File: config.mk
export PLATFORM = sky130hd
export DESIGN_NAME = desc_ring_producer
export DESIGN_NICKNAME = d
export VERILOG_FILES = /design/src/rtl/descq_pkg.sv /design/src/rtl/descq_ctrl.sv /design/src/rtl/descq_datapath.sv /design/src/rtl/desc_ring_producer.sv
export SDC_FILE = /design/constraint.sdc
export NUM_CORES = 1
export LEC_CHECK = 0
export BUFFER_PORTS_ARGS = -buffer_cell sky130_fd_sc_hd__buf_2
export CORE_ASPECT_RATIO = 0.6
export CORE_MARGIN = 5
export CORE_UTILIZATION = 30
export DETAILED_ROUTE_END_ITERATION = 10
export GPL_TIMING_DRIVEN = 1
export PLACE_DENSITY = 0.55
export SETUP_SLACK_MARGIN = 0.1
export SYNTH_ARGS = -nofsm -noshare
export SYNTH_HDL_FRONTEND = slang
export SYNTH_SLANG_ARGS = --single-unit
File: constraint.sdc
create_clock -name clk -period 5.3 [get_ports clk]
set_input_delay 1.59 -clock clk [delete_from_list [all_inputs] [get_ports clk]]
set_output_delay 1.59 -clock clk [all_outputs]
set_load 0.1 [all_outputs]
File: src/rtl/descq_pkg.sv
package descq_pkg;
  localparam int ADDR_W = 48;
  localparam int DCNT_W = 11;

  typedef enum logic [1:0] {
    ST_IDLE    = 2'd0,
    ST_EMIT    = 2'd1,
    ST_PUBLISH = 2'd2
  } ctlState_e;

  // control -> datapath strobes
  typedef struct packed {
    logic start;    // latch request, snapshot tail
    logic emit;     // write one descriptor this cycle
    logic last;     // the descriptor being written closes the packet
    logic publish;  // expose new tail and submission record
  } ctlStrobe_t;
endpackage

File: src/rtl/descq_ctrl.sv
module descq_ctrl
  import descq_pkg::*;
#(
  parameter int DEPTH     = 256,
  parameter int MAX_FRAGS = 4,
  parameter int LENW      = 12,
  localparam int IDXW     = $clog2(DEPTH),
  localparam int CW       = $clog2(MAX_FRAGS + 1)
) (
  input  logic                      clk,
  input  logic                      rst_n,
  input  logic                      reqValid,
  input  logic [CW-1:0]             fragCount,
  input  logic [MAX_FRAGS*LENW-1:0] fragBytes,
  input  logic [IDXW-1:0]           ringHead,
  input  logic [IDXW-1:0]           tailNow,
  output logic                      reqReady,
  output ctlStrobe_t                strb,
  output logic                      reqBusy,
  output logic                      fragErr
);
  localparam int SW = IDXW + 1;

  ctlState_e stateQ;
  logic [SW-1:0] remainQ;
  logic [MAX_FRAGS-1:0] liveMask, zeroMask;
  logic [SW-1:0] needed, usedSlots, freeSlots;
  logic fits, takeReq;

  always_comb begin
    liveMask = '0;
    zeroMask = '0;
    needed   = SW'(1);
    for (int i = 0; i < MAX_FRAGS; i++) begin
      if (fragCount > CW'(i)) begin
        if (fragBytes[i*LENW +: LENW] == '0) zeroMask[i] = 1'b1;
        else begin
          liveMask[i] = 1'b1;
          needed = needed + SW'(1);
        end
      end
    end
  end

  always_comb begin
    if (tailNow >= ringHead) usedSlots = SW'(tailNow) - SW'(ringHead);
    else                     usedSlots = SW'(tailNow) + SW'(DEPTH) - SW'(ringHead);
    freeSlots = SW'(DEPTH - 1) - usedSlots;
  end

  assign fits     = (needed <= freeSlots);
  assign takeReq  = (stateQ == ST_IDLE) && reqValid;
  assign reqReady = (stateQ == ST_IDLE);

  always_comb begin
    strb.start   = takeReq && fits;
    strb.emit    = (stateQ == ST_EMIT);
    strb.last    = (stateQ == ST_EMIT) && (remainQ == SW'(1));
    strb.publish = (stateQ == ST_PUBLISH);
  end

  always_ff @(posedge clk) begin
    if (!rst_n) begin
      stateQ  <= ST_IDLE;
      remainQ <= '0;
      reqBusy <= 1'b0;
      fragErr <= 1'b0;
    end else begin
      reqBusy <= takeReq && !fits;
      fragErr <= takeReq && (|zeroMask);
      case (stateQ)
        ST_IDLE: if (takeReq && fits) begin
          stateQ  <= ST_EMIT;
          remainQ <= needed;
        end
        ST_EMIT: begin
          remainQ <= remainQ - SW'(1);
          if (remainQ == SW'(1)) stateQ <= ST_PUBLISH;
        end
        ST_PUBLISH: stateQ <= ST_IDLE;
        default: stateQ <= ST_IDLE;
      endcase
    end
  end


  busy_idle_chk: assert property (@(posedge clk) disable iff (!rst_n)
    reqBusy |-> (stateQ == ST_IDLE));


  emit_count_chk: assert property (@(posedge clk) disable iff (!rst_n)
    (stateQ == ST_EMIT) |-> (remainQ != '0));
endmodule

File: src/rtl/descq_datapath.sv
module descq_datapath
  import descq_pkg::*;
#(
  parameter int DEPTH     = 256,
  parameter int MAX_FRAGS = 4,
  parameter int LENW      = 12,
  localparam int IDXW     = $clog2(DEPTH),
  localparam int CW       = $clog2(MAX_FRAGS + 1)
) (
  input  logic                        clk,
  input  logic                        rst_n,
  input  ctlStrobe_t                  strb,
  input  logic [ADDR_W-1:0]           hdrAddr,
  input  logic [DCNT_W-1:0]           hdrDwords,
  input  logic [CW-1:0]               fragCount,
  input  logic [MAX_FRAGS*ADDR_W-1:0] fragAddrs,
  input  logic [MAX_FRAGS*LENW-1:0]   fragBytes,
  input  logic                        useLargeBuf,
  input  logic                        wantHeadWb,
  input  logic                        wantIntr,
  output logic [IDXW-1:0]             tailNow,
  output logic                        descWrEn,
  output logic [IDXW-1:0]             descWrIdx,
  output logic [63:0]                 descWord0,
  output logic [63:0]                 descWord1,
  output logic                        tailUpd,
  output logic [IDXW-1:0]             tailIdx,
  output logic [1:0]                  curGen,
  output logic                        submitValid,
  output logic [IDXW-1:0]             submitStart,
  output logic [IDXW-1:0]             submitEnd
);
  localparam int FW = (MAX_FRAGS > 1) ? $clog2(MAX_FRAGS) : 1;

  logic [ADDR_W-1:0]           hdrAddrQ;
  logic [DCNT_W-1:0]           hdrDwQ;
  logic [MAX_FRAGS*ADDR_W-1:0] fragAddrQ;
  logic [MAX_FRAGS*LENW-1:0]   fragBytesQ;
  logic [MAX_FRAGS-1:0]        pendMaskQ;
  logic                        largeQ, headWbQ, intrQ, hdrPendQ;
  logic [DCNT_W-1:0]           offsetQ;
  logic [IDXW-1:0]             tailQ, startIdxQ, lastIdxQ;
  logic [1:0]                  genQ;

  logic [MAX_FRAGS-1:0] liveMask;
  logic [FW-1:0]        selIdx;
  logic [LENW-1:0]      selBytes;
  logic [LENW:0]        roundUp;
  logic [ADDR_W-1:0]    curAddr;
  logic [DCNT_W-1:0]    curCnt, curOff;
  logic                 curFirst, wrapNow;
  logic [IDXW-1:0]      tailNext;

  // nonzero fragments inside the requested count
  always_comb begin
    liveMask = '0;
    for (int i = 0; i < MAX_FRAGS; i++)
      liveMask[i] = (fragCount > CW'(i)) && (fragBytes[i*LENW +: LENW] != '0);
  end

  // lowest pending fragment wins
  always_comb begin
    selIdx = '0;
    for (int i = MAX_FRAGS - 1; i >= 0; i--)
      if (pendMaskQ[i]) selIdx = FW'(i);
  end

  always_comb begin
    selBytes = fragBytesQ[selIdx*LENW +: LENW];
    roundUp  = {1'b0, selBytes} + (LENW+1)'(3);
    if (hdrPendQ) begin
      curAddr  = hdrAddrQ;
      curCnt   = hdrDwQ;
      curOff   = '0;
      curFirst = 1'b1;
    end else begin
      curAddr  = fragAddrQ[selIdx*ADDR_W +: ADDR_W];
      curCnt   = DCNT_W'(roundUp >> 2);
      curOff   = offsetQ;
      curFirst = 1'b0;
    end
  end

  assign wrapNow  = (tailQ == IDXW'(DEPTH - 1));
  assign tailNext = wrapNow ? '0 : tailQ + IDXW'(1);
  assign tailNow  = tailQ;
  assign curGen   = genQ;

  always_ff @(posedge clk) begin
    if (!rst_n) begin
      hdrAddrQ    <= '0;
      hdrDwQ      <= '0;
      fragAddrQ   <= '0;
      fragBytesQ  <= '0;
      pendMaskQ   <= '0;
      largeQ      <= 1'b0;
      headWbQ     <= 1'b0;
      intrQ       <= 1'b0;
      hdrPendQ    <= 1'b0;
      offsetQ     <= '0;
      tailQ       <= '0;
      genQ        <= '0;
      startIdxQ   <= '0;
      lastIdxQ    <= '0;
      descWrEn    <= 1'b0;
      descWrIdx   <= '0;
      descWord0   <= '0;
      descWord1   <= '0;
      tailUpd     <= 1'b0;
      tailIdx     <= '0;
      submitValid <= 1'b0;
      submitStart <= '0;
      submitEnd   <= '0;
    end else begin
      descWrEn    <= 1'b0;
      tailUpd     <= 1'b0;
      submitValid <= 1'b0;

      if (strb.start) begin
        hdrAddrQ   <= hdrAddr;
        hdrDwQ     <= hdrDwords;
        fragAddrQ  <= fragAddrs;
        fragBytesQ <= fragBytes;
        pendMaskQ  <= liveMask;
        largeQ     <= useLargeBuf;
        headWbQ    <= wantHeadWb;
        intrQ      <= wantIntr;
        hdrPendQ   <= 1'b1;
        offsetQ    <= hdrDwords;
        startIdxQ  <= tailQ;
      end

      if (strb.emit) begin
        descWrEn  <= 1'b1;
        descWrIdx <= tailQ;
        descWord0 <= {curAddr[31:2], 2'b00, genQ, 3'b000, curCnt,
                      strb.last & intrQ, largeQ, strb.last & headWbQ,
                      curFirst, strb.last, curOff};
        descWord1 <= {{(64-(ADDR_W-32)){1'b0}}, curAddr[ADDR_W-1:32]};
        tailQ     <= tailNext;
        if (wrapNow) genQ <= genQ + 2'd1;
        if (hdrPendQ) hdrPendQ <= 1'b0;
        else begin
          pendMaskQ[selIdx] <= 1'b0;
          offsetQ <= offsetQ + curCnt;
        end
        if (strb.last) lastIdxQ <= tailQ;
      end

      if (strb.publish) begin
        tailUpd     <= 1'b1;
        tailIdx     <= tailQ;
        submitValid <= 1'b1;
        submitStart <= startIdxQ;
        submitEnd   <= lastIdxQ;
      end
    end
  end


  tail_step_chk: assert property (@(posedge clk) disable iff (!rst_n)
    descWrEn |-> (tailQ == ((descWrIdx == IDXW'(DEPTH - 1)) ? '0 : descWrIdx + IDXW'(1))));


  gen_wrap_chk: assert property (@(posedge clk) disable iff (!rst_n)
    (descWrEn && descWrIdx == IDXW'(DEPTH - 1)) |-> (genQ == descWord0[31:30] + 2'd1));


  publish_after_last_chk: assert property (@(posedge clk) disable iff (!rst_n)
    tailUpd |-> ($past(descWrEn) && $past(descWord0[11])));


  first_lead_chk: assert property (@(posedge clk) disable iff (!rst_n)
    (descWrEn && descWord0[12]) |-> !$past(descWrEn));


  submit_end_chk: assert property (@(posedge clk) disable iff (!rst_n)
    submitValid |-> (submitEnd == $past(descWrIdx)));
endmodule

File: src/rtl/desc_ring_producer.sv
module desc_ring_producer
  import descq_pkg::*;
#(
  parameter int DEPTH     = 256,
  parameter int MAX_FRAGS = 4,
  parameter int LENW      = 12,
  localparam int IDXW     = $clog2(DEPTH),
  localparam int CW       = $clog2(MAX_FRAGS + 1)
) (
  input  logic                        clk,
  input  logic                        rst_n,
  input  logic                        reqValid,
  output logic                        reqReady,
  input  logic [ADDR_W-1:0]           hdrAddr,
  input  logic [DCNT_W-1:0]           hdrDwords,
  input  logic [CW-1:0]               fragCount,
  input  logic [MAX_FRAGS*ADDR_W-1:0] fragAddrs,
  input  logic [MAX_FRAGS*LENW-1:0]   fragBytes,
  input  logic                        useLargeBuf,
  input  logic                        wantHeadWb,
  input  logic                        wantIntr,
  input  logic [IDXW-1:0]             ringHead,
  output logic                        descWrEn,
  output logic [IDXW-1:0]             descWrIdx,
  output logic [63:0]                 descWord0,
  output logic [63:0]                 descWord1,
  output logic                        tailUpd,
  output logic [IDXW-1:0]             tailIdx,
  output logic [1:0]                  curGen,
  output logic                        submitValid,
  output logic [IDXW-1:0]             submitStart,
  output logic [IDXW-1:0]             submitEnd,
  output logic                        reqBusy,
  output logic                        fragErr
);
  ctlStrobe_t     strb;
  logic [IDXW-1:0] tailNow;

  descq_ctrl #(.DEPTH(DEPTH), .MAX_FRAGS(MAX_FRAGS), .LENW(LENW)) u_ctrl (
    .clk(clk), .rst_n(rst_n), .reqValid(reqValid), .fragCount(fragCount),
    .fragBytes(fragBytes), .ringHead(ringHead), .tailNow(tailNow),
    .reqReady(reqReady), .strb(strb), .reqBusy(reqBusy), .fragErr(fragErr)
  );

  descq_datapath #(.DEPTH(DEPTH), .MAX_FRAGS(MAX_FRAGS), .LENW(LENW)) u_dp (
    .clk(clk), .rst_n(rst_n), .strb(strb), .hdrAddr(hdrAddr),
    .hdrDwords(hdrDwords), .fragCount(fragCount), .fragAddrs(fragAddrs),
    .fragBytes(fragBytes), .useLargeBuf(useLargeBuf), .wantHeadWb(wantHeadWb),
    .wantIntr(wantIntr), .tailNow(tailNow), .descWrEn(descWrEn),
    .descWrIdx(descWrIdx), .descWord0(descWord0), .descWord1(descWord1),
    .tailUpd(tailUpd), .tailIdx(tailIdx), .curGen(curGen),
    .submitValid(submitValid), .submitStart(submitStart), .submitEnd(submitEnd)
  );


  busy_nowrite_chk: assert property (@(posedge clk) disable iff (!rst_n)
    reqBusy |=> !descWrEn);


  tail_hold_chk: assert property (@(posedge clk) disable iff (!rst_n)
    !tailUpd |-> $stable(tailIdx));
endmodule

Word level (Yosys, flattened, before mapping)
Index checks and enable logic that the tools add are counted.
{"block": "classes", "add_sub_neg": 12, "n_mul": 2, "magnitude_cmp": 8, "eq_ne": 6, "shift": 2, "mux": 45, "bitwise_logic": 4, "reduce_logical": 26}
{"operator": "$shiftx A192 B9 Y48", "count": 1}
{"operator": "$mux W9", "count": 9}
{"operator": "$mux W11", "count": 5}
{"operator": "$logic_not A12 Y1", "count": 4}
{"operator": "$mux W48", "count": 1}
{"operator": "$reduce_bool A12 Y1", "count": 4}
{"operator": "$shiftx A48 B7 Y12", "count": 1}
{"operator": "$add A9 B1 Y9 const B", "count": 3}
{"operator": "$pmux W9 S2", "count": 1}
{"operator": "$mux W4", "count": 4}
{"operator": "$mux W1", "count": 15}
{"operator": "$mux W2", "count": 7}
{"operator": "$add A12 B2 Y13 const B", "count": 1}
{"operator": "$add A11 B11 Y11", "count": 1}
{"operator": "$logic_and A1 B1 Y1", "count": 10}
{"operator": "$add A8 B9 Y9 const B", "count": 1}
{"operator": "$eq A9 B1 Y1 const B", "count": 1}
{"operator": "$le A9 B9 Y1", "count": 1}
{"operator": "$sub A8 B8 Y9", "count": 1}
{"operator": "$sub A8 B9 Y9 const A", "count": 1}
{"operator": "$sub A9 B1 Y9 const B", "count": 1}
{"operator": "$sub A9 B8 Y9", "count": 1}
{"operator": "$add A8 B1 Y8 const B", "count": 1}
{"operator": "$eq A8 B8 Y1 const B", "count": 1}
{"operator": "other kinds (21)", "count": 29}
{"block": "word_totals", "regBits": 466, "inputBits": 316, "output_inout_bits": 168, "word_cells": 131}

Depth between registers and ports, before layout
Gate-level depths: netlist of the first run.
{"block": "logic_depth", "word_depth": 19, "mapped_depth": 21, "depth_no_buf": 17}

Hierarchy
From an unflattened synthesis of the first run, not the netlist that was laid out.
{"block": "hier_totals", "hier_cells": 2167, "hier_area_um2": 21438.1}
{"mod": "descq_datapath", "n_inst": 1, "cells_per_inst": 1947, "area_per_inst_um2": 19685.1}
{"mod": "descq_ctrl", "n_inst": 1, "cells_per_inst": 220, "area_per_inst_um2": 1752.9}

Worst setup path after synthesis of the first run
Ideal clock, no wire load.
{"block": "synth_path", "path_kind": "input to register", "startpoint": "input fragBytes[7]", "endpoint": "register u_dp.fragAddrQ[10]", "setup_time_ps": 70, "t_arrival_ps": 5568, "slack_ps": -338, "stages": 19, "n_path_buf": 3, "path_cell_list": "nor4_1 > and3_1 > clkbuf_1 > xnor2_1 > a21oi_1 > ha_1 > mux2_2 > ha_1 > mux2_2 > ha_1 > nand2_1 > o21a_1 > o21ai_0 > o2111ai_1 > o21ai_2 > clkbuf_1 > clkbuf_1 > nand2_1 > a21oi_1"}
{"block": "synth_between", "elab_chain_cells": 14}
{"element": "from (decl)", "line": "desc_ring_producer.sv:18", "source": "input logic [MAX_FRAGS*LENW-1:0] fragBytes,"}
{"element": "$logic_not A12 Y1 *", "line": "descq_ctrl.sv:36", "source": "if (fragBytes[i*LENW +: LENW] == '0) zeroMask[i] = 1'b1;"}
{"element": "$mux W2 *", "line": "descq_ctrl.sv:36"}
{"element": "$mux W9 *", "line": "descq_ctrl.sv:35", "source": "if (fragCount > CW'(i)) begin"}
{"element": "$add A9 B1 Y9", "line": "descq_ctrl.sv:39", "source": "needed = needed + SW'(1);"}
{"element": "$mux W9", "line": "descq_ctrl.sv:36"}
{"element": "$mux W9 *", "line": "descq_ctrl.sv:35"}
{"element": "$add A9 B1 Y9", "line": "descq_ctrl.sv:39"}
{"element": "$mux W9", "line": "descq_ctrl.sv:36"}
{"element": "$mux W9 *", "line": "descq_ctrl.sv:35"}
{"element": "$add A9 B1 Y9", "line": "descq_ctrl.sv:39"}
{"element": "$mux W9", "line": "descq_ctrl.sv:36"}
{"element": "$mux W9 *", "line": "descq_ctrl.sv:35"}
{"element": "$le A9 B9 Y1 *", "line": "descq_ctrl.sv:51", "source": "assign fits = (needed <= freeSlots);"}
{"element": "$logic_and A1 B1 Y1 *", "line": "descq_ctrl.sv:56", "source": "strb.start = takeReq && fits;"}
{"element": "to (signal assigned)", "line": "descq_datapath.sv:122", "source": "fragAddrQ <= fragAddrs;"}
{"element": "to (decl)", "line": "descq_datapath.sv:37", "source": "logic [MAX_FRAGS*ADDR_W-1:0] fragAddrQ;"}
Mark *: on every way between the ends. The rest lies on a longest branch, timed or not.
A chain may end at the register's enable or synchronous reset.

Worst setup path after layout of the first run
{"block": "layout_path", "startpoint": "input fragBytes[12]", "endpoint": "register u_dp.hdrAddrQ[16]"}
{"block": "layout_between", "elab_chain_cells": 11}
{"element": "$logic_not A12 Y1 *", "line": "descq_ctrl.sv:36"}
{"element": "$mux W9 *", "line": "descq_ctrl.sv:36"}
{"element": "$mux W9 *", "line": "descq_ctrl.sv:35"}
{"element": "$add A9 B1 Y9", "line": "descq_ctrl.sv:39"}
{"element": "$mux W9", "line": "descq_ctrl.sv:36"}
{"element": "$mux W9 *", "line": "descq_ctrl.sv:35"}
{"element": "$add A9 B1 Y9", "line": "descq_ctrl.sv:39"}
{"element": "$mux W9", "line": "descq_ctrl.sv:36"}
{"element": "$mux W9 *", "line": "descq_ctrl.sv:35"}
{"element": "$le A9 B9 Y1 *", "line": "descq_ctrl.sv:51"}
{"element": "$logic_and A1 B1 Y1 *", "line": "descq_ctrl.sv:56"}
{"element": "to (signal assigned)", "line": "descq_datapath.sv:120", "source": "hdrAddrQ <= hdrAddr;"}
{"element": "to (decl)", "line": "descq_datapath.sv:35", "source": "logic [ADDR_W-1:0] hdrAddrQ;"}
Marked as above.

==> flow_metrics.env, run 1 <==
export IMPL_outcome="completed"
export IMPL_synth_seq_cells=456
export IMPL_htree_levels=2
export IMPL_drv_slew=0
export IMPL_hp_class="flip-flop to flip-flop"
export IMPL_topRoutingLayerUsed="met5"
export IMPL_avgSynthCellArea_um2=7.69
export IMPL_grt_pass1_wl_um=112000
export IMPL_dieArea_um2=71200
export IMPL_worstPathArrival_ns=5.65
export IMPL_p_leak_uw=0.0104
export IMPL_synth_area_leader_cell="dfxtp_1"
export IMPL_clock_skew_ns=0.0268
export IMPL_hold_viol_final=0
export IMPL_yosysWarningCount=0
export IMPL_floorplan_initialDensity_pct=30.5
export IMPL_hold_start="u_dp.lastIdxQ[5]$_SDFFE_PN0P_"
export IMPL_hold_worst_slack_ns=0.448
export IMPL_synthesis_area_um2=19700
export IMPL_synth_area_leaders="dfxtp_1 (46%), nand2_1 (16%), a21oi_1 (13%)"
export IMPL_wl_um=78600
export IMPL_synth_edf_count=0
export IMPL_clk_pin_slew_ns=0.07
export IMPL_grt_antenna_before_repair=16
export IMPL_fillers=6767
export IMPL_synthTopCellsByCount="nand2_1 (849), a21oi_1 (520), dfxtp_1 (456), clkbuf_1 (161), nor2_1 (63)"
export IMPL_endpoint_kind="flip-flop"
export IMPL_die_h_um=209
export IMPL_grt_usage_pct=20.2
export IMPL_finalCritPeriodShare_pct=97.0
export IMPL_viasPerCell=4.97
export IMPL_final_core_util_pct=39.3
export IMPL_synth_top_area_share_pct=46.2
export IMPL_drc_errors=0
export IMPL_reg2reg_from="u_dp.pendMaskQ[1]$_SDFF_PN0_"
export IMPL_ios=484
export IMPL_route_met2_wl_um=30600
export IMPL_period_minus_slack_ns=5.14
export IMPL_wl_met3_um=6410
export IMPL_rsz0062_at_grt="yes"
export IMPL_dp_hpwl_um=54400
export IMPL_syn2layout_area_growth_pct=29.0
export IMPL_cts_max_path_buffers=3
export IMPL_worstSetupPathType="input pin to flip-flop"
export IMPL_p_total_uw=9630
export IMPL_rows=72
export IMPL_cellPowerDensity_nw_per_um2=378
export IMPL_ys_seq_area_share_pct=46.2
export IMPL_worstPathRequired_ns=5.81
export IMPL_detail_route_antenna_nets=0
export IMPL_clock_latency_ns=0.58
export IMPL_coreArea_um2=64800
export IMPL_numCtsBuffers=46
export IMPL_synth_ff_type="dfxtp_1"
export IMPL_cts_root_buf="clkbuf_16"
export IMPL_setup_viol=0
export IMPL_avgRoutedWirePerCell_um=20.3
export IMPL_critPathMaxFanout=8
export IMPL_synthCells=2567
export IMPL_grt_max_degree=142
export IMPL_drive_above_1_share_pct=24.0
export IMPL_dr_first_iter_drc_count=1577
export IMPL_fp_dieW_um=341
export IMPL_clkSinkCount=456
export IMPL_final_cells=3865
export IMPL_final_nets=3320
export IMPL_cts_tree="built"
export IMPL_fmax_ghz=0.194
export IMPL_crit_start="fragBytes[12]"
export IMPL_slew_headroom_pct=24.7
export IMPL_async_flop_share_pct=0
export IMPL_io_buffers=420
export IMPL_wl_met1_um=40400
export IMPL_vias=19200
export IMPL_ys_types=84
export IMPL_overflow=0
export IMPL_cap_violations=0
export IMPL_dp_cells=3751
export IMPL_start_kind="input pin"
export IMPL_firstDrtPassIters=5
export IMPL_yosysMostFrequentCell="nand2_1"
export IMPL_gp_congestion=0.837
export IMPL_grt_pass1_vias=17800
export IMPL_peakVddDrop_mv=0.202
export IMPL_tightest_slew_ns=1.13
[logic make-up (layout without fill, tap and decap cells)]
kind of cell               after synthesis  after routing  share of synthesized area, %
xor gates and xnor gates                27             27                          1.27
muxes                                    5              5                         0.285
DFF                                    456            456                          46.2
AOI/OAI and AO/OA                      740            740                          22.0
other                                    1             61                        0.0190
adders and majority gates               30             30                          1.98
and+or+nand+nor                       1034           1034                          21.6
buffers and inverters                  274            661                          6.55
[power breakdown]
part           switching, uW  internal [uW]  leakage, uW
combinational           1670            771      0.00592
sequential               175           3690      0.00373
clock                   1430           1890     0.000732
[per-stage QoR]
stage                     TNS (ns)  setup slack [ns]  area [um2]
after global routing             0            0.0680       25500
after global placement     -151.61            -0.522       23100
after floorplan                  0            0.0779       20100
after CTS                        0             0.102       24700
final                            0             0.158       25500
after detailed placement   -161.48            -0.569       23100
[cells in the final DEF, fill, tap and decap left out, types with 19 or more instances in the layout]
master     count
o21ai_0       38
conb_1        54
nand2_1      847
buf_2        419
clkbuf_16     64
a221o_1       41
and3_1        19
a21oi_2       27
nor2_1        63
o211ai_1      47
dfxtp_1      455
buf_4         93
a21oi_1      493
ha_1          25
[timing repair]
item | 4_1_cts | 5_1_grt
pin swaps | 2 | 28
buffers inserted | 0 | 6
gates resized for setup | 7 | 57
cloned | 0 | 20
hold buffers | 0 | 0
endpoints found under the setup margin | 46 | 321
[final timing paths]
check / end / slack, ns / cells after the start
setup / recovery: u_dp.hdrAddrQ[16]$_SDFFE_PN0N_ / 0.16 / 23
hold / removal: u_dp.submitEnd[5]$_SDFFE_PN0P_ / 0.45 / 2
setup reg to reg: u_dp.offsetQ[10]$_SDFF_PN0_ / 0.69 / 16
hold reg to reg: u_dp.submitEnd[5]$_SDFFE_PN0P_ / 0.45 / 2
[state kept, by name, indices dropped and copies added (netlist names), 9 cells and up]
| name | count |
|---|---|
| u_dp.hdrAddrQ | 46 |
| u_dp.fragAddrQ | 184 |
| u_dp.hdrDwQ | 11 |
| u_dp.descWord0 | 59 |
| u_dp.fragBytesQ | 48 |
| u_ctrl.remainQ | 9 |
| u_dp.descWord1 | 16 |
| u_dp.offsetQ | 11 |
[metal layers]
layer,GRT usage (%),up-vias
met5,0,-
met4,3.66,4
met3,4.95,79
met2,27.1,605
met1,32.4,9046
li1,-,9470
[final cells by class]
cell class                      instances  area, um2  share of cell area (%)
Antenna cell                            7       17.5                  0.0688
Inverter                               17       71.3                   0.280
Tap cell                              851       1060                    4.18
Multi-Input combinational cell       1890       9810                    38.5
Timing Repair Buffer                  563       3880                    15.2
Sequential cell                       456       9130                    35.9
Clock inverter                         15        163                   0.639
Clock buffer                           66       1330                    5.21
[critical path: stages]
cell and delay, ns:
buf_2 0.11, nor4_2 0.27, buf_4 0.18, nand3_4 0.09
xnor2_2 0.16, a21oi_2 0.16, buf_6 0.15, ha_4 0.20
mux2_4 0.27, ha_4 0.21, mux2_4 0.28, ha_4 0.27
nand2_1 0.05, o21a_1 0.20, o21ai_2 0.14, o2111ai_2 0.17
buf_4 0.20, o21ai_4 0.14, buf_12 0.21, clkbuf_16 0.22
buf_16 0.15, nand2_1 0.07, a21oi_2 0.14
Note: power is estimated with default switching activity, not from simulation.
==> run 2: changes to the inputs <==
--- a/config.mk
+++ b/config.mk
@@ -5,13 +5,15 @@
 export SDC_FILE = /design/constraint.sdc
 export NUM_CORES = 1
 export LEC_CHECK = 0
-export BUFFER_PORTS_ARGS = -buffer_cell sky130_fd_sc_hd__buf_2
+export CELL_PAD_IN_SITES_DETAIL_PLACEMENT = 1
+export CELL_PAD_IN_SITES_GLOBAL_PLACEMENT = 1
 export CORE_ASPECT_RATIO = 0.6
 export CORE_MARGIN = 5
 export CORE_UTILIZATION = 30
 export DETAILED_ROUTE_END_ITERATION = 10
-export GPL_TIMING_DRIVEN = 1
-export PLACE_DENSITY = 0.55
+export DONT_BUFFER_PORTS = 1
+export GPL_TIMING_DRIVEN = 0
+export PLACE_DENSITY = 0.61
 export SETUP_SLACK_MARGIN = 0.1
 export SYNTH_ARGS = -nofsm -noshare
 export SYNTH_HDL_FRONTEND = slang
==> flow_metrics.env, run 2 (same netlist as run 1, synthesis figures left out) <==
export IMPL_outcome="completed"
export IMPL_grt_pass1_wl_um=136000
export IMPL_worst_path_buf_inv=4
export IMPL_largest_registers="u_dp.fragAddrQ (184), u_dp.descWord0 (59), u_dp.fragBytesQ (48)"
export IMPL_rows=72
export IMPL_dr_first_iter_drc_count=1294
export IMPL_ios=484
export IMPL_grt_usage_pct=25.8
export IMPL_mostFrequentLayoutCell="nand2_1"
export IMPL_htree_levels=2
export IMPL_hold_buffers=0
export IMPL_fmax_ghz=0.191
export IMPL_vias=19100
export IMPL_worstPathArrival_ns=5.68
export IMPL_fin_area_um2=23700
export IMPL_topRoutingLayerUsed="met5"
export IMPL_grt_max_degree=14
export IMPL_syn2layout_area_growth_pct=19.8
export IMPL_placed_area_um2=21200
export IMPL_hold_viol_final=0
export IMPL_viasPerCell=5.33
export IMPL_cts_tree="built"
export IMPL_cpMostUsedCell="ha_4"
export IMPL_clock_latency_ns=0.61
export IMPL_setup_viol=0
export IMPL_detail_route_antenna_nets=0
export IMPL_drive_above_1_share_pct=10.9
export IMPL_gp_congestion=0.892
export IMPL_wl_um=97400
export IMPL_largest_reg_flops=184
export IMPL_cts_root_buf="clkbuf_16"
export IMPL_avgRoutedWirePerCell_um=27.2
export IMPL_tightest_slew_ns=1.37
export IMPL_peakVddDrop_mv=0.252
export IMPL_firstDrtPassIters=6
export IMPL_wl_met3_um=7560
export IMPL_worstSetupPathType="input pin to flip-flop"
export IMPL_clock_skew_ns=0.0131
export IMPL_regMostFlops="u_dp.fragAddrQ"
export IMPL_drc_errors=0
export IMPL_wl_met1_um=47100
export IMPL_slew_headroom_pct=8.49
export IMPL_critPathTopFamily="compound AO/OA/AOI/OAI gates"
export IMPL_cts_max_path_buffers=3
export IMPL_final_core_util_pct=36.5
export IMPL_dieArea_um2=71200
export IMPL_p_total_uw=10200
export IMPL_period_minus_slack_ns=5.24
export IMPL_grt_pass1_vias=19300
export IMPL_io_buffers=0
export IMPL_clkSinkCount=456
export IMPL_floorplan_initialDensity_pct=30.5
export IMPL_endpoint_kind="flip-flop"
export IMPL_dp_hpwl_um=75200
export IMPL_fp_dieW_um=341
export IMPL_reg2reg_slack_ns=0.46
export IMPL_critical_path_cell_chain="nor4_4, buf_4, a31o_2, a21oi_1, ha_4, mux2_2, ha_4, mux2_4, ha_4, nand2_1, o21a_1, o21ai_2, o2111ai_4, o21a_4, clkbuf_16, buf_16, buf_12, nand2_1, a21oi_1"
export IMPL_cpMaxStageDelayCell="a21oi_1"
export IMPL_worstPathRequired_ns=5.74
export IMPL_final_nets=3032
export IMPL_cp_slowest_stage_delay_ns=0.60
export IMPL_rsz0062_at_grt="no"
export IMPL_numCtsBuffers=49
export IMPL_overflow=0
export IMPL_coreArea_um2=64800
export IMPL_route_met2_wl_um=40600
export IMPL_p_leak_uw=0.00870
export IMPL_drv_slew=0
export IMPL_hp_class="flip-flop to flip-flop"
export IMPL_finalCritPeriodShare_pct=98.9
export IMPL_start_kind="input pin"
export IMPL_grt_antenna_before_repair=19
export IMPL_cap_violations=0
export IMPL_critPathMaxFanout=6
export IMPL_layout_common_cells="nand2_1 (843), a21oi_1 (517), dfxtp_1 (456)"
export IMPL_cellPowerDensity_nw_per_um2=430
export IMPL_clk_pin_slew_ns=0.06
export IMPL_die_h_um=209
[run 2: cell types whose count changed in the layout (fill, tap and decap cells not counted), moves of 15 or more]
cell	delta
buf_1	+15
clkbuf_4	+15
a21oi_1	+24
clkbuf_1	+105
a21oi_2	-25
clkbuf_8	+17
buf_4	-28
clkbuf_2	+16
buf_2	-407
[run 2: path summary, 6_finish.rpt]
path,from,endpoint,cells past startpoint
worst min register to register,u_dp.startIdxQ[5]$_SDFFE_PN0N_,u_dp.submitStart[5]$_SDFFE_PN0P_,2
worst max register to register,u_dp.hdrPendQ$_SDFF_PN0_,u_dp.offsetQ[10]$_SDFF_PN0_,13
worst max-delay path,fragBytes[13],u_dp.fragBytesQ[41]$_SDFFE_PN0N_,19
worst min-delay path,u_dp.startIdxQ[5]$_SDFFE_PN0N_,u_dp.submitStart[5]$_SDFFE_PN0P_,2
[run 2: repair_timing]
item / 4_1_cts / 5_1_grt
gates cloned: 1 / 2
pin swaps: 4 / 8
setup endpoints to repair: 326 / 325
resized for setup: 87 / 56
setup buffers: 6 / 3
[run 2: through the flow]
stage                     hold WS (ns)  cells  setup TNS [ns]  setup slack (ns)
after detailed placement         0.446   3473         -462.54             -2.19
final                            0.451   3586               0            0.0576
after global placement           0.440   3471         -434.18             -2.15
after CTS                        0.455   3571               0            0.0989
after floorplan                  0.432   2620               0            0.0779
after global routing             0.470   3585               0            0.0671
[run 2: tightest hold or removal path, stage by stage (launching register included)]
cell,delay (ns)
dfxtp_1,0.31
nand2_1,0.05
a21oi_1,0.05
[run 2: cell type report]
class / count / area (um2)
clock inverters: 19 / 282
repair buffers: 15 / 186
flip-flops and latches: 456 / 9130
fillers: 7739 / 41100
well taps: 851 / 1060
clock buffers: 72 / 1520
inverters: 17 / 63.8
multi-input cells: 1890 / 9740
plain buffers: 257 / 1650
diodes: 9 / 22.5
[run 2: routing by layer]
metal  GRT usage (%)  vias up
met4            7.34       18
met5               0        -
met3            6.89      117
li1                -     8883
met2            37.6      607
met1            37.3     9504
[run 2: power breakdown]
group | switching [uW] | total, uW | internal [uW]
Clock | 1560 | 3880 | 2320
Sequential | 543 | 4230 | 3690
Combinational | 1440 | 2050 | 610
Total | 3550 | 10200 | 6620
==> run 3: changes to the inputs <==
--- a/config.mk
+++ b/config.mk
@@ -14,6 +14,7 @@
 export DONT_BUFFER_PORTS = 1
 export GPL_TIMING_DRIVEN = 0
 export PLACE_DENSITY = 0.61
+export RECOVER_POWER = 50
 export SETUP_SLACK_MARGIN = 0.1
 export SYNTH_ARGS = -nofsm -noshare
 export SYNTH_HDL_FRONTEND = slang
==> flow_metrics.env, run 3 (same netlist as run 1, synthesis figures left out) <==
export IMPL_coreArea_um2=64800
export IMPL_start_kind="input pin"
export IMPL_ff2ff_path_depth=17
export IMPL_avgRoutedWirePerCell_um=27.2
export IMPL_slew_headroom_pct=12.1
export IMPL_critPathTopFamily="compound AO/OA/AOI/OAI gates"
export IMPL_p_leak_uw=0.00868
export IMPL_hold_start="u_dp.startIdxQ[5]$_SDFFE_PN0N_"
export IMPL_period_minus_slack_ns=5.24
export IMPL_vias=19200
export IMPL_reg2reg_slack_ns=0.30
export IMPL_syn2layout_area_growth_pct=19.6
export IMPL_hold_viol_final=0
export IMPL_mostFrequentLayoutCell="nand2_1"
export IMPL_clock_latency_ns=0.61
export IMPL_regMostFlops="u_dp.fragAddrQ"
export IMPL_r2r_end="u_dp.offsetQ[10]$_SDFF_PN0_"
export IMPL_reg2reg_from="u_dp.pendMaskQ[0]$_SDFF_PN0_"
export IMPL_ios=484
export IMPL_worstPathRequired_ns=5.74
export IMPL_htree_levels=2
export IMPL_cts_root_buf="clkbuf_16"
export IMPL_layout_common_cells="nand2_1 (843), a21oi_1 (517), dfxtp_1 (456)"
export IMPL_hold_path_depth=2
export IMPL_switching_share_pct=34.9
export IMPL_dieArea_um2=71200
export IMPL_grt_max_degree=14
export IMPL_dp_hpwl_um=75200
export IMPL_overflow=0
export IMPL_fillers=7746
export IMPL_grt_pass1_wl_um=136000
export IMPL_cts_tree="built"
export IMPL_hp_class="flip-flop to flip-flop"
export IMPL_wl_um=97500
export IMPL_cts_max_path_buffers=3
export IMPL_fin_area_um2=23600
export IMPL_setup_viol=0
export IMPL_cpMaxStageDelayCell="a21oi_1"
export IMPL_dr_first_iter_drc_count=1361
export IMPL_floorplan_initialDensity_pct=30.5
export IMPL_numCtsBuffers=49
export IMPL_whs_endpoint="u_dp.submitStart[5]$_SDFFE_PN0P_"
export IMPL_grt_antenna_before_repair=19
export IMPL_final_core_util_pct=36.5
export IMPL_fmax_ghz=0.191
export IMPL_largest_registers="u_dp.fragAddrQ (184), u_dp.descWord0 (59), u_dp.fragBytesQ (48)"
export IMPL_worstSetupPathType="input pin to flip-flop"
export IMPL_critical_path_cell_chain="nor4_4, buf_4, a31o_2, a21oi_1, ha_4, mux2_2, ha_4, mux2_4, ha_4, nand2_1, o21a_1, o21ai_2, o2111ai_4, o21a_4, clkbuf_16, buf_16, buf_12, nand2_1, a21oi_1"
export IMPL_drive_above_1_share_pct=10.5
export IMPL_grt_usage_pct=25.8
export IMPL_share_seq_of_total_power_pct=41.7
export IMPL_switching_power_uw=3540
export IMPL_critPathMaxFanout=6
export IMPL_rows=72
export IMPL_rsz0062_at_grt="no"
export IMPL_drv_slew=0
export IMPL_final_nets=3032
export IMPL_io_buffers=0
export IMPL_outcome="completed"
export IMPL_clock_skew_ns=0.0127
export IMPL_gp_congestion=0.892
export IMPL_largest_reg_flops=184
export IMPL_worst_path_buf_inv=4
export IMPL_combPwrFrac_pct=20.1
export IMPL_endpoint_kind="flip-flop"
export IMPL_finalCritPeriodShare_pct=98.8
export IMPL_peakVddDrop_mv=0.252
export IMPL_grt_pass1_vias=19300
export IMPL_fp_dieW_um=341
export IMPL_clkSinkCount=456
export IMPL_cellPowerDensity_nw_per_um2=430
export IMPL_cap_violations=0
export IMPL_viasPerCell=5.34
export IMPL_internal_power_uw=6610
export IMPL_placed_area_um2=21200
export IMPL_worstPathArrival_ns=5.68
export IMPL_clock_power_share_pct=38.3
export IMPL_drc_errors=0
export IMPL_firstDrtPassIters=6
export IMPL_cpMostUsedCell="ha_4"
export IMPL_cp_slowest_stage_delay_ns=0.59
export IMPL_tightest_slew_ns=1.32
export IMPL_detail_route_antenna_nets=0
export IMPL_hold_worst_slack_ns=0.451
export IMPL_clk_pin_slew_ns=0.06
export IMPL_die_h_um=209
## run 3: changes by cell type in the layout (fill, tap and decap cells not counted), moves of 2 or more
cell | previous run | this run
buf_1 | 15 | 7
clkbuf_2 | 16 | 18
mux2_2 | 4 | 1
mux2_1 | 0 | 3
clkbuf_4 | 15 | 11
buf_4 | 65 | 63
clkbuf_1 | 116 | 129
## run 3: routing by layer
metal | track usage [%] | vias to the layer above | part of all wire (%)
li1 | - | 8883 | -
met1 | 37.3 | 9550 | 48
met2 | 37.6 | 575 | 42
met3 | 6.89 | 125 | 7.8
met4 | 7.34 | 18 | 2.1
met5 | 0 | - | 0.12
## run 3: worst max-delay path by stage
stage | from | endpoint | slack (ns) | depth (start not counted)
6_report | fragBytes[13] | u_dp.fragBytesQ[41]$_SDFFE_PN0N_ | 0.06 | 19
3_3_place_gp | fragBytes[0] | u_dp.fragAddrQ[119]$_SDFFE_PN0N_ | -2.15 | 17
5_1_grt | fragBytes[7] | u_dp.fragAddrQ[47]$_SDFFE_PN0N_ | 0.06 | 20
4_1_cts | fragBytes[0] | u_dp.pendMaskQ[3]$_SDFF_PN0_ | 0.1 | 20
3_5_place_dp | fragBytes[12] | u_dp.intrQ$_SDFFE_PN0N_ | -2.19 | 16
2_1_floorplan | fragBytes[0] | u_dp.startIdxQ[3]$_SDFFE_PN0N_ | 0.08 | 20
## run 3: layout make-up
class                           instances  area [um2]  area share [%]
Clock buffer                           72        1520            6.42
Sequential cell                       456        9130            38.7
Clock inverter                         19         282            1.19
Tap cell                              851        1060            4.51
Antenna cell                           10        25.0           0.106
Timing Repair Buffer                   15         186           0.789
Inverter                               17        63.8           0.270
Multi-Input combinational cell       1890        9730            41.2
Buffer                                257        1620            6.86
## run 3: tightest hold or removal path, cell delays in order (launching register included)
cell     delay (ns)
dfxtp_1        0.31
nand2_1        0.05
a21oi_1        0.05
## run 3: power groups by stage
stage	sequential (uW)	clock, uW	combinational (uW)
6_report	4230	3890	2040
3_5_place_dp	4300	0	1890
3_3_place_gp	4290	0	1830
2_1_floorplan	4200	0	1250
5_1_grt	4250	4100	2180
4_1_cts	4230	3960	1970
## run 3: stage by stage
stage / instances / total power (uW) / worst slack, ns / setup TNS (ns)
6_report: 3587 / 10200 / 0.0633 / 0
5_1_grt: 3585 / 10500 / 0.0645 / 0
4_1_cts: 3571 / 10200 / 0.0989 / 0
3_5_place_dp: 3473 / 6190 / -2.19 / -462.54
3_3_place_gp: 3471 / 6120 / -2.15 / -434.18
2_1_floorplan: 2620 / 5450 / 0.0779 / 0
## run 3: timing repair
action,4_1_cts,5_1_grt
endpoints found under the setup margin,326,325
gates resized for setup,87,56
hold buffers,0,0
pin swaps,4,8
cloned,1,2
setup buffers,6,3
